**config.mk**
```make
export PLATFORM = sky130hd
export DESIGN_NAME = host_reg_window
export DESIGN_NICKNAME = d
export VERILOG_FILES = /design/src/rtl/hrw_pkg.sv /design/src/rtl/hrw_ctrl.sv /design/src/rtl/hrw_dpath.sv /design/src/rtl/host_reg_window.sv
export SDC_FILE = /design/constraint.sdc
export NUM_CORES = 1
export LEC_CHECK = 0
export BUFFER_PORTS_ARGS = -buffer_cell sky130_fd_sc_hd__clkbuf_2
export CORE_MARGIN = 3
export CORE_UTILIZATION = 48
export CTS_BUF_LIST = sky130_fd_sc_hd__clkbuf_4
export DETAILED_ROUTE_END_ITERATION = 6
export GPL_TIMING_DRIVEN = 0
export PLACE_DENSITY = 0.83
export SLEW_MARGIN = 10
export SYNTH_ARGS = -nofsm -noshare
export SYNTH_HDL_FRONTEND = slang
export SYNTH_HIERARCHICAL = 1
export SYNTH_SLANG_ARGS = --single-unit
```
**constraint.sdc**
```tcl
create_clock -name clk -period 2 [get_ports clk]
set_input_delay 0.6 -clock clk [delete_from_list [all_inputs] [get_ports clk]]
set_output_delay 0.6 -clock clk [all_outputs]
set_load 0.02 [all_outputs]
```
**src/rtl/hrw_pkg.sv**
```systemverilog
package hrw_pkg;
  localparam int WORD_W = 32;
  localparam int BE_W = WORD_W / 8;

  // command word lower-half bit positions
  localparam int CMD_TX_GO = 0;
  localparam int CMD_RX_GO = 1;
  localparam int CMD_INT_ON = 2;
  localparam int CMD_INT_OFF = 3;
  localparam int CMD_PACE_LSB = 4;
  localparam int CMD_RST = 7;
  localparam int ACK_LSB = 16;

  typedef enum logic [1:0] {
    OFS_CMD  = 2'd0,
    OFS_PARM = 2'd1,
    OFS_IRQ  = 2'd2,
    OFS_DATA = 2'd3
  } wordSel_e;

  typedef struct packed {
    logic cmdLoWr;
    logic ackWr;
    logic softRst;
    logic [BE_W-1:0] parmBe;
    logic [1:0] dioBe;
    logic rdLoad;
    wordSel_e rdSel;
    logic indLoad;
  } hostStb_t;
endpackage

```
**src/rtl/hrw_ctrl.sv**
```systemverilog
module hrw_ctrl
  import hrw_pkg::*;
(
  input  logic clk,
  input  logic rstN,
  input  logic hostWrEn,
  input  logic hostRdEn,
  input  logic [1:0] hostWord,
  input  logic [BE_W-1:0] hostBe,
  input  logic [WORD_W-1:0] hostWrData,
  input  logic intRdReady,
  output hostStb_t stb,
  output logic hostBusy,
  output logic hostRdValid,
  output logic intRdStb,
  output logic intWrStb,
  output logic [WORD_W-1:0] intWrData,
  output logic [BE_W-1:0] intWrBe
);
  typedef enum logic {ST_IDLE, ST_WAIT} ctrlSt_e;
  ctrlSt_e st;
  wordSel_e word;
  logic wrAcc, rdAcc, rstHit, isCmd;

  assign word = wordSel_e'(hostWord);
  assign hostBusy = (st == ST_WAIT);

  always_comb begin
    wrAcc = hostWrEn && (st == ST_IDLE);
    rdAcc = hostRdEn && !hostWrEn && (st == ST_IDLE);
    isCmd = wrAcc && (word == OFS_CMD);
    rstHit = isCmd && hostBe[0] && hostWrData[CMD_RST];
    stb = '0;
    stb.softRst = rstHit;
    stb.cmdLoWr = isCmd && hostBe[0] && !rstHit;
    stb.ackWr = isCmd && (&hostBe[3:2]) && !rstHit;
    stb.parmBe = (wrAcc && word == OFS_PARM) ? hostBe : '0;
    stb.dioBe = (wrAcc && word == OFS_IRQ) ? hostBe[1:0] : 2'b00;
    stb.rdLoad = rdAcc && (word != OFS_DATA);
    stb.rdSel = word;
    stb.indLoad = (st == ST_WAIT) && intRdReady;
  end

  always_ff @(posedge clk or negedge rstN) begin
    if (!rstN) begin
      st <= ST_IDLE;
      intRdStb <= 1'b0;
      intWrStb <= 1'b0;
      intWrData <= '0;
      intWrBe <= '0;
      hostRdValid <= 1'b0;
    end else begin
      intRdStb <= rdAcc && (word == OFS_DATA);
      intWrStb <= wrAcc && (word == OFS_DATA);
      if (wrAcc && word == OFS_DATA) begin
        intWrData <= hostWrData;
        intWrBe <= hostBe;
      end
      hostRdValid <= stb.rdLoad || stb.indLoad;
      if (rdAcc && word == OFS_DATA) st <= ST_WAIT;
      else if (stb.indLoad) st <= ST_IDLE;
    end
  end


  rd_strobe_single_chk: assert property (@(posedge clk) disable iff (!rstN)
    intRdStb |=> !intRdStb);


  rd_valid_idle_chk: assert property (@(posedge clk) disable iff (!rstN)
    hostRdValid |-> !hostBusy);


  rd_strobe_busy_chk: assert property (@(posedge clk) disable iff (!rstN)
    intRdStb |-> hostBusy);
endmodule

```
**src/rtl/hrw_dpath.sv**
```systemverilog
module hrw_dpath
  import hrw_pkg::*;
#(
  parameter int NUM_IRQ = 4,
  parameter int DIO_AW = 16,
  parameter int PACE_W = 3
) (
  input  logic clk,
  input  logic rstN,
  input  hostStb_t stb,
  input  logic [WORD_W-1:0] hostWrData,
  input  logic [NUM_IRQ-1:0] irqEvent,
  input  logic adapterChk,
  input  logic [WORD_W-1:0] adapterErr,
  input  logic [WORD_W-1:0] intRdData,
  output logic [WORD_W-1:0] hostRdData,
  output logic hostIrq,
  output logic txGoStb,
  output logic rxGoStb,
  output logic [WORD_W-1:0] goAddr,
  output logic txRun,
  output logic rxRun,
  output logic [PACE_W-1:0] pacingSel,
  output logic [DIO_AW-1:0] intAddr
);
  localparam int TYPE_W = $clog2(NUM_IRQ + 2);
  localparam int CODE_W = 16;
  localparam logic [CODE_W-1:0] ADAPT_CODE = CODE_W'(((1 << TYPE_W) - 1) << 2);

  function automatic logic [CODE_W-1:0] codeOf(input int t);
    return CODE_W'(t << 2);
  endfunction

  logic [WORD_W-1:0] parm, adErr;
  logic [DIO_AW-1:0] dioAddr;
  logic [15:0] dioNext;
  logic [NUM_IRQ-1:0] pend;
  logic adChk, intEn;
  logic [CODE_W-1:0] irqCode;
  logic goAllowed;

  assign goAddr = parm;
  assign intAddr = dioAddr;
  assign goAllowed = stb.cmdLoWr && !adChk;

  // channel parameter, byte-lane writes
  always_ff @(posedge clk or negedge rstN) begin
    if (!rstN) parm <= '0;
    else if (stb.softRst) parm <= '0;
    else begin
      for (int b = 0; b < BE_W; b++)
        if (stb.parmBe[b]) parm[b*8 +: 8] <= hostWrData[b*8 +: 8];
    end
  end

  // indirect address, lanes 1:0 only
  always_comb begin
    dioNext = 16'(dioAddr);
    if (stb.dioBe[0]) dioNext[7:0] = hostWrData[7:0];
    if (stb.dioBe[1]) dioNext[15:8] = hostWrData[15:8];
  end

  always_ff @(posedge clk or negedge rstN) begin
    if (!rstN) dioAddr <= '0;
    else if (stb.softRst) dioAddr <= '0;
    else dioAddr <= dioNext[DIO_AW-1:0];
  end

  // command state
  always_ff @(posedge clk or negedge rstN) begin
    if (!rstN) begin
      intEn <= 1'b0;
      pacingSel <= '0;
      txRun <= 1'b0;
      rxRun <= 1'b0;
      txGoStb <= 1'b0;
      rxGoStb <= 1'b0;
    end else if (stb.softRst) begin
      intEn <= 1'b0;
      pacingSel <= '0;
      txRun <= 1'b0;
      rxRun <= 1'b0;
      txGoStb <= 1'b0;
      rxGoStb <= 1'b0;
    end else begin
      txGoStb <= goAllowed && hostWrData[CMD_TX_GO];
      rxGoStb <= goAllowed && hostWrData[CMD_RX_GO];
      if (goAllowed && hostWrData[CMD_TX_GO]) txRun <= 1'b1;
      if (goAllowed && hostWrData[CMD_RX_GO]) rxRun <= 1'b1;
      if (stb.cmdLoWr) begin
        pacingSel <= hostWrData[CMD_PACE_LSB +: PACE_W];
        if (hostWrData[CMD_INT_OFF]) intEn <= 1'b0;
        else if (hostWrData[CMD_INT_ON]) intEn <= 1'b1;
      end
    end
  end

  // pending interrupt sources
  for (genvar i = 0; i < NUM_IRQ; i++) begin : gPend
    logic ackHit;
    assign ackHit = stb.ackWr && (hostWrData[ACK_LSB +: CODE_W] == codeOf(i + 1));
    always_ff @(posedge clk or negedge rstN) begin
      if (!rstN) pend[i] <= 1'b0;
      else if (stb.softRst) pend[i] <= 1'b0;
      else if (irqEvent[i]) pend[i] <= 1'b1;
      else if (ackHit) pend[i] <= 1'b0;
    end
  end

  // adapter check, first detail kept
  always_ff @(posedge clk or negedge rstN) begin
    if (!rstN) begin
      adChk <= 1'b0;
      adErr <= '0;
    end else if (stb.softRst) begin
      adChk <= 1'b0;
      adErr <= '0;
    end else if (adapterChk && !adChk) begin
      adChk <= 1'b1;
      adErr <= adapterErr;
    end
  end

  // code: adapter check first, then lowest pending index
  always_comb begin
    irqCode = '0;
    for (int i = NUM_IRQ - 1; i >= 0; i--)
      if (pend[i]) irqCode = codeOf(i + 1);
    if (adChk) irqCode = ADAPT_CODE;
  end

  assign hostIrq = intEn && ((|pend) || adChk);

  // read data register
  always_ff @(posedge clk or negedge rstN) begin
    if (!rstN) hostRdData <= '0;
    else if (stb.rdLoad) begin
      unique case (stb.rdSel)
        OFS_CMD:  hostRdData <= WORD_W'({pacingSel, 1'b0, intEn, rxRun, txRun});
        OFS_PARM: hostRdData <= adChk ? adErr : parm;
        OFS_IRQ:  hostRdData <= {irqCode, 16'(dioAddr)};
        default:  hostRdData <= '0;
      endcase
    end else if (stb.indLoad) hostRdData <= intRdData;
  end


  go_from_cmd_chk: assert property (@(posedge clk) disable iff (!rstN)
    (txGoStb || rxGoStb) |-> $past(stb.cmdLoWr));


  soft_rst_quiet_chk: assert property (@(posedge clk) disable iff (!rstN)
    stb.softRst |=> (!hostIrq && !txRun && !rxRun && !txGoStb && !rxGoStb));


  adapter_sticky_chk: assert property (@(posedge clk) disable iff (!rstN)
    (adChk && !stb.softRst) |=> adChk);


  irq_needs_pending_chk: assert property (@(posedge clk) disable iff (!rstN)
    hostIrq |-> ((|pend) || adChk));
endmodule

```
**src/rtl/host_reg_window.sv**
```systemverilog
module host_reg_window
  import hrw_pkg::*;
#(
  parameter int NUM_IRQ = 4,
  parameter int DIO_AW = 16,
  parameter int PACE_W = 3
) (
  input  logic clk,
  input  logic rstN,
  input  logic hostWrEn,
  input  logic hostRdEn,
  input  logic [1:0] hostWord,
  input  logic [3:0] hostBe,
  input  logic [31:0] hostWrData,
  output logic [31:0] hostRdData,
  output logic hostRdValid,
  output logic hostBusy,
  output logic hostIrq,
  input  logic [NUM_IRQ-1:0] irqEvent,
  input  logic adapterChk,
  input  logic [31:0] adapterErr,
  output logic txGoStb,
  output logic rxGoStb,
  output logic [31:0] goAddr,
  output logic txRun,
  output logic rxRun,
  output logic [PACE_W-1:0] pacingSel,
  output logic [DIO_AW-1:0] intAddr,
  output logic intRdStb,
  output logic intWrStb,
  output logic [31:0] intWrData,
  output logic [3:0] intWrBe,
  input  logic [31:0] intRdData,
  input  logic intRdReady
);
  hostStb_t stb;

  hrw_ctrl u_ctrl (
    .clk(clk), .rstN(rstN), .hostWrEn(hostWrEn), .hostRdEn(hostRdEn),
    .hostWord(hostWord), .hostBe(hostBe), .hostWrData(hostWrData),
    .intRdReady(intRdReady), .stb(stb), .hostBusy(hostBusy),
    .hostRdValid(hostRdValid), .intRdStb(intRdStb), .intWrStb(intWrStb),
    .intWrData(intWrData), .intWrBe(intWrBe)
  );

  hrw_dpath #(.NUM_IRQ(NUM_IRQ), .DIO_AW(DIO_AW), .PACE_W(PACE_W)) u_dpath (
    .clk(clk), .rstN(rstN), .stb(stb), .hostWrData(hostWrData),
    .irqEvent(irqEvent), .adapterChk(adapterChk), .adapterErr(adapterErr),
    .intRdData(intRdData), .hostRdData(hostRdData), .hostIrq(hostIrq),
    .txGoStb(txGoStb), .rxGoStb(rxGoStb), .goAddr(goAddr), .txRun(txRun),
    .rxRun(rxRun), .pacingSel(pacingSel), .intAddr(intAddr)
  );
endmodule

```
==> run summary, run 1 <==
Die ar.: 0.0173 mm²
Vias in the first global route: 6232
Setup TNS: -1.74 ns
FF+latch area: 0.00413 mm²
# rows: 45
Top-count cell post-synth: dfrtp_1
Max Slew Vio Count: 0
WS Path Type: reg -> out
Cells after Synth: 606
Critical Path Source Type: flop
CTS tree: done
Slew margin rel.: 0.616
Fin nets: 995
Critical Path Source: u_dpath/adChk
Pin slew with the least headroom to its limit: 0.575 ns
Wirelength, routed: 23000 µm
Starting Density: 0.493
Yosys warns: 6
Total track usage: 0.261
Syn Std Cell Area: 0.00755 mm²
Total CTS buffers: 17
Critical Path End Type: primary output
H-tree Lvls: 4
Overall Power: 0.00961 W
Die Span Y: 131 µm
Multi-input gate area in the final layout: 0.00318 mm²
Number of max-cap violations: 0
Clock latency on the worst-skew pair: 0.54 ns
Max FO, Critical Path: 2
Fillers: 1249
Sw Pwr: 0.00323 W
Final critical-path setup slack: -0.399 ns
Portion of total power attributed to combinational logic: 0.295
Failing checks: negative setup slack
Final setup viols: 36
Vias per cell: 5.48
Maximum VDD drop: 507 µV
Clock Tree Buf Depth: 2
Routed Antenna Nets: 0
Clk network pwr share: 0.236
Root Driver: clkbuf_4
Distinct cells, synth: 50
Min Tclk post-route: 2.40 ns
CTS Sinks: 165
Status: finished, violations left
Syn_area_per_cell: 12.5 µm²
Period utilization: 1.20
Ys async rst share: 1.00
Critical Path RT: 1.40 ns
First-pass GRT wire length: 35300 µm
Routability cong.: 0.876
Synth Net Count: 718
Worst-path clk slew: 0.13 ns
Internal: 0.00638 W
DRC viols: 0
Fraction of layout cells with a size suffix above 1: 0.454
Antenna violations before repair: 1
Pwr dens: 979 mW/mm²
Ports: 240
Post-synthesis sequential area ratio: 0.547
Max Freq: 417 MHz
Clk_skew: 0.0172 ns
Largest net degree at the start of global routing: 103
Core area: 0.0153 mm²
Seq pwr share: 0.469
Total gr overflow: 0
Crit path DAT: 1.80 ns
LEAKAGE: 5.04 nW
Synthesis-to-layout area growth: 30.0%
First DRT Iteration DRCs: 440
Port buffer count: 239
Synth top area share: 0.547
Number of flops mapped to enable cells by yosys: 0
Top_reg_cell synth: dfrtp_1
Final hold violations: 0
Worst Hold Class: in -> async
Post-DR wirelength/cell: 20.8 µm
Most frequent cells after synthesis: dfrtp_1 (165), mux2i_1 (94), nor2_1 (70)
Synth area leaders: dfrtp_1 (55%), mux2i_1 (12%), mux2_4 (5.8%)
DR pass1 iterations: 5
DP HPWL: 16500 µm
Post-synth top area cell: dfrtp_1
Pre-CTS setup slack: -0.517 ns
Vias: 6066
RSZ-0062 raised after global routing: true
Seq cells post-synth: 165
Worst R2R Setup Slack: -0.07 ns
Die width: 131 µm
Sw frac: 0.337
RR Startpoint: u_ctrl/hostBusy
Final Util: 0.641
## flip-flops by register name, summed over array words and instances, names as in the netlist, 3 cells and up
name                count
u_dpath/goAddr         32
u_dpath/pend            4
u_ctrl/intWrData       32
u_dpath/intAddr        16
u_dpath/hostRdData     32
u_dpath/pacingSel       3
u_dpath/adErr          32
u_ctrl/intWrBe          4
## cells by family after synthesis
family,share of synthesized area
AOI/OAI and AO/OA,0.115
buffers and inverters,0.0434
DFF,0.547
muxes,0.208
and+or+nand+nor,0.0872
## metrics by stage
| stage | cells | area (µm²) | hold slack [ns] |
|---|---|---|---|
| after floorplan | 606 | 7590 | 0.304 |
| after global placement | 1056 | 9050 | 0.485 |
| after detailed placement | 1057 | 9090 | 0.490 |
| after CTS | 1095 | 9620 | 0.0145 |
| after global routing | 1107 | 9820 | 0.00187 |
| final | 1107 | 9820 | 0.0294 |
## per-layer routing
layer  global-route usage  part of all wire  vias up  wire, µm
met1                0.343              0.43     3034      9960
met4               0.0893             0.027        0       616
met2                0.428              0.48      235     11100
met5                    0                 0        -         0
li1                     -                 -     2750         -
met3               0.0613             0.058       47      1330
## critical path, cell delays in order, from the launching register on
cell      delay [ns]
dfrtp_1         0.42
buf_6           0.12
or4_1           0.39
o21a_1          0.19
clkbuf_8        0.15
## cell usage in the layout (no fill, tap or decap), types with 3 or more instances in the layout
| cell | n |
|---|---|
| a211oi_1 | 8 |
| bufinv_16 | 5 |
| buf_12 | 4 |
| nor3b_1 | 3 |
| nand2_1 | 5 |
| a22oi_1 | 6 |
| a22o_1 | 32 |
| buf_8 | 7 |
| nand2b_1 | 3 |
| nor2_1 | 68 |
| mux2i_1 | 94 |
| o221a_2 | 4 |
| o2bb2ai_1 | 4 |
| o21ai_0 | 8 |
| buf_4 | 21 |
| nor2b_1 | 15 |
| buf_2 | 12 |
| clkbuf_2 | 238 |
| mux2_4 | 29 |
| o22a_1 | 7 |
| inv_1 | 11 |
| mux2_2 | 17 |
| dfrtp_1 | 164 |
| clkinv_2 | 4 |
| a21o_1 | 3 |
| a31oi_1 | 5 |
| clkbuf_4 | 24 |
| a21oi_1 | 15 |
| buf_6 | 9 |
| and2_1 | 4 |
| o22ai_1 | 18 |
## power by group through the flow
stage / Sequential [W] / Combinational (W) / Clock [W]
6_report: 0.00450 / 0.00284 / 0.00227
5_1_grt: 0.00459 / 0.00303 / 0.00246
4_1_cts: 0.00450 / 0.00280 / 0.00229
3_5_place_dp: 0.00456 / 0.00275 / 0
3_3_place_gp: 0.00454 / 0.00268 / 0
2_1_floorplan: 0.00511 / 0.00106 / 0
## worst paths after layout
path                                         endpoint  cells past startpoint
worst min-delay path            u_dpath/hostRdData[5]                      1
min in group clk                      u_ctrl/hostBusy                      2
worst min register to register  u_dpath/hostRdData[6]                      1
worst max register to register       u_dpath/adErr[1]                      7
max in group asynchronous          u_dpath/intAddr[7]                      2
worst max-delay path                          hostIrq                      4
## final cells by class
class	instances	share of cell area
sequential	165	0.421
multi-input combinational	384	0.324
timing repair buffer	260	0.150
buffer	44	0.0399
tap	211	0.0269
clock inverter	11	0.0186
clock buffer	20	0.0153
inverter	11	0.00420
antenna	1	0.000255
## timing repair
| action | 4_1_cts | 5_1_grt |
|---|---|---|
| pin swaps | 7 | 43 |
| gates resized for setup | 36 | 25 |
| hold buffers | 0 | 0 |
| cloned | 2 | 2 |
| setup buffers | 6 | 10 |
| setup endpoints to repair | 118 | 64 |
| endpoints found under the hold margin | 0 | 0 |
Power figures use the tool's default switching activity.
==> run 2, diff against run 1 <==
CORE_UTILIZATION = 50   (was 48)
clock period = 2.4 ns   (was 2 ns; I/O delays follow)
==> run 2 against run 1 <==
The flow still finishes with violations (negative setup slack). Flip-flop and latch count stayed put. Via count is 1.2% lower. Clock power is 29% lower. Count of clock-buffer cells in the layout is 3 lower. Cell count is 3.5% lower. First-iteration DRC count is 5.0% higher. Register-to-register slack better by 0.18 ns. Hold slack better by 0.11 ns. Sequential power is 16% lower. Die area is 3.8% lower. Critical path depth is 1 lower. Total power is 20% lower.
==> run summary, run 2 (synthesis gave the netlist of run 1 again) <==
RSZ-0062 raised after global routing: true
First-pass GRT wire length: 33800 µm (-4.2%)
R2r worst-path depth: 7 (unchanged)
Final critical-path setup slack: -0.168 ns (+0.231 ns)
CTS Sinks: 165 (unchanged)
Final setup viols: 1 (-97%)
Slew margin rel.: 0.590 (-0.0260)
Fillers: 1213 (-2.9%)
Die width: 129 µm (-1.9%)
Internal: 0.00486 W (-24%)
Seq pwr share: 0.491 (+0.022)
Pre-CTS setup slack: -0.512 ns (+0.00523 ns)
Min Tclk post-route: 2.57 ns
Hold Slack: 0.135 ns (+0.106 ns)
Vias in the first global route: 6097 (-2.2%)
Pin slew with the least headroom to its limit: 0.615 ns (+0.0403 ns)
Fraction of layout cells with a size suffix above 1: 0.429 (-0.0249)
Vias: 5991 (-1.2%)
Clk_skew: 0.0291 ns (+0.0120 ns)
Clock Tree Buf Depth: 2 (unchanged)
Period utilization: 1.07
Core area: 0.0146 mm² (-4.4%)
Fin nets: 983 (-1.2%)
Portion of total power attributed to combinational logic: 0.298 (+0.003)
CTS tree: done
Synthesis-to-layout area growth: 24.0%
Total track usage: 0.268 (+0.00693)
Commonest non-fill, non-tap cell in the layout: clkbuf_2
Maximum VDD drop: 471 µV (-7.1%)
DRC viols: 0 (unchanged)
Post-DR wirelength/cell: 20.7 µm (-0.32%)
# rows: 44 (-2.2%)
Setup TNS: -0.168 ns (+1.57 ns)
Critical Path Source Type: flop
Critical Path End Type: primary output
Max FO, Critical Path: 2 (unchanged)
LEAKAGE: 4.85 nW (-3.7%)
Wirelength, routed: 22100 µm (-3.8%)
WS Path Type: reg -> out
Routability cong.: 0.906 (+3.4%)
Worst path cell trace: or4_4, o21a_1, clkbuf_8
Ant diodes: 0 (-1)
Final hold violations: 0 (unchanged)
Largest net degree at the start of global routing: 93 (-9.7%)
Vias per cell: 5.61 (+2.4%)
First DRT Iteration DRCs: 462 (+5.0%)
DP HPWL: 16500 µm (-0.16%)
Die Span Y: 129 µm (-1.9%)
Die ar.: 0.0166 mm² (-3.8%)
Port buffer count: 239 (unchanged)
Final Util: 0.639 (-0.00191)
CTS Hold Bufs: 0 (unchanged)
Root Driver: clkbuf_4
Clock latency on the worst-skew pair: 0.58 ns (+0.04 ns)
Starting Density: 0.516 (+0.0226)
Critical Path RT: 1.68 ns (+0.28 ns)
Ports: 240 (unchanged)
Status: finished, violations left
Crit path DAT: 1.85 ns (+0.05 ns)
Total gr overflow: 0 (unchanged)
H-tree Lvls: 4 (unchanged)
Sw frac: 0.366 (+0.0294)
Worst Hold Class: in -> async
Antenna violations before repair: 0 (-1)
Failing checks: negative setup slack
Max Slew Vio Count: 0 (unchanged)
Worst-path clk slew: 0.15 ns (+0.02 ns)
Clk network pwr share: 0.211 (-0.025)
DR pass1 iterations: 5 (unchanged)
Most frequent cells in the layout: clkbuf_2 (246), dfrtp_1 (165), mux2i_1 (94)
Max Freq: 389 MHz
Pwr dens: 819 mW/mm² (-16%)
Number of max-cap violations: 0 (unchanged)
Max incr delay on CP: 0.53 ns (+0.11 ns)
Routed Antenna Nets: 0 (unchanged)
Sw Pwr: 0.00281 W (-13%)
Crit-path slowest cell: or4_4
Total CTS buffers: 17 (unchanged)
Placed Instances: 1030 (-2.6%)
Finished Layout Cells: 1068 (-3.5%)
==> run 2: power groups by stage <==
stage                     logic, W  clock network (W)  registers (W)
after floorplan           0.000880                  0        0.00426
after global placement     0.00222                  0        0.00379
after detailed placement   0.00228                  0        0.00380
after CTS                  0.00229            0.00165        0.00376
after global routing       0.00246            0.00176        0.00384
final                      0.00228            0.00162        0.00376
==> run 2: worst max-delay path, delay by kind of cell (launching register included) <==
| kind | cells | cell delay (ns) |
|---|---|---|
| simple gates | 1 | 0.53 |
| compound gates | 1 | 0.19 |
| flops | 1 | 0.41 |
| buf+inv | 1 | 0.15 |
==> run 2: path summary, 6_finish.rpt <==
check	startpoint	end	slack (ns)
max in group asynchronous	rstN	u_ctrl/intWrData[11]	1.41
min in group clk	intRdReady	u_ctrl/hostBusy	0.35
worst max register to register	u_ctrl/hostBusy	u_dpath/adErr[18]	0.11
worst max-delay path	u_dpath/pend[1]	hostIrq	-0.17
worst min-delay path	rstN	u_ctrl/intWrBe[2]	0.14
worst min register to register	u_dpath/hostRdData[6]	u_dpath/hostRdData[6]	0.52
==> run 2: through the flow <==
stage | power [W] | cell area [µm²]
2_1_floorplan | 0.00514 | 7550
3_5_place_dp | 0.00608 | 9010
4_1_cts | 0.00770 | 9340
6_report | 0.00767 | 9360
5_1_grt | 0.00806 | 9360
3_3_place_gp | 0.00601 | 8980
==> run 2: cell type report <==
class                   instances  area, µm²  share of cell area
clock inverters                15        144              0.0154
plain buffers                  45        294              0.0314
clock buffers                  17        128              0.0136
repair buffers                247       1290               0.138
inverters                      11       41.3             0.00441
flip-flops and latches        165       4130               0.441
multi-input cells             384       3100               0.331
well taps                     184        230              0.0246
==> run 2: timing repair <==
item | 4_1_cts | 5_1_grt
hold endpoints to repair | 0 | 0
setup buffers | 5 | 2
pin swaps | 2 | 1
resized for setup | 6 | 14
endpoints found under the setup margin | 22 | 94
==> run 2: layer usage <==
layer  wire length (µm)  vias to the layer above  GRT usage
met5                  0                        -          0
met4                665                        0      0.101
met3               1540                       44     0.0672
met2              10500                      252      0.424
met1               9410                     2972      0.359
li1                   -                     2723          -
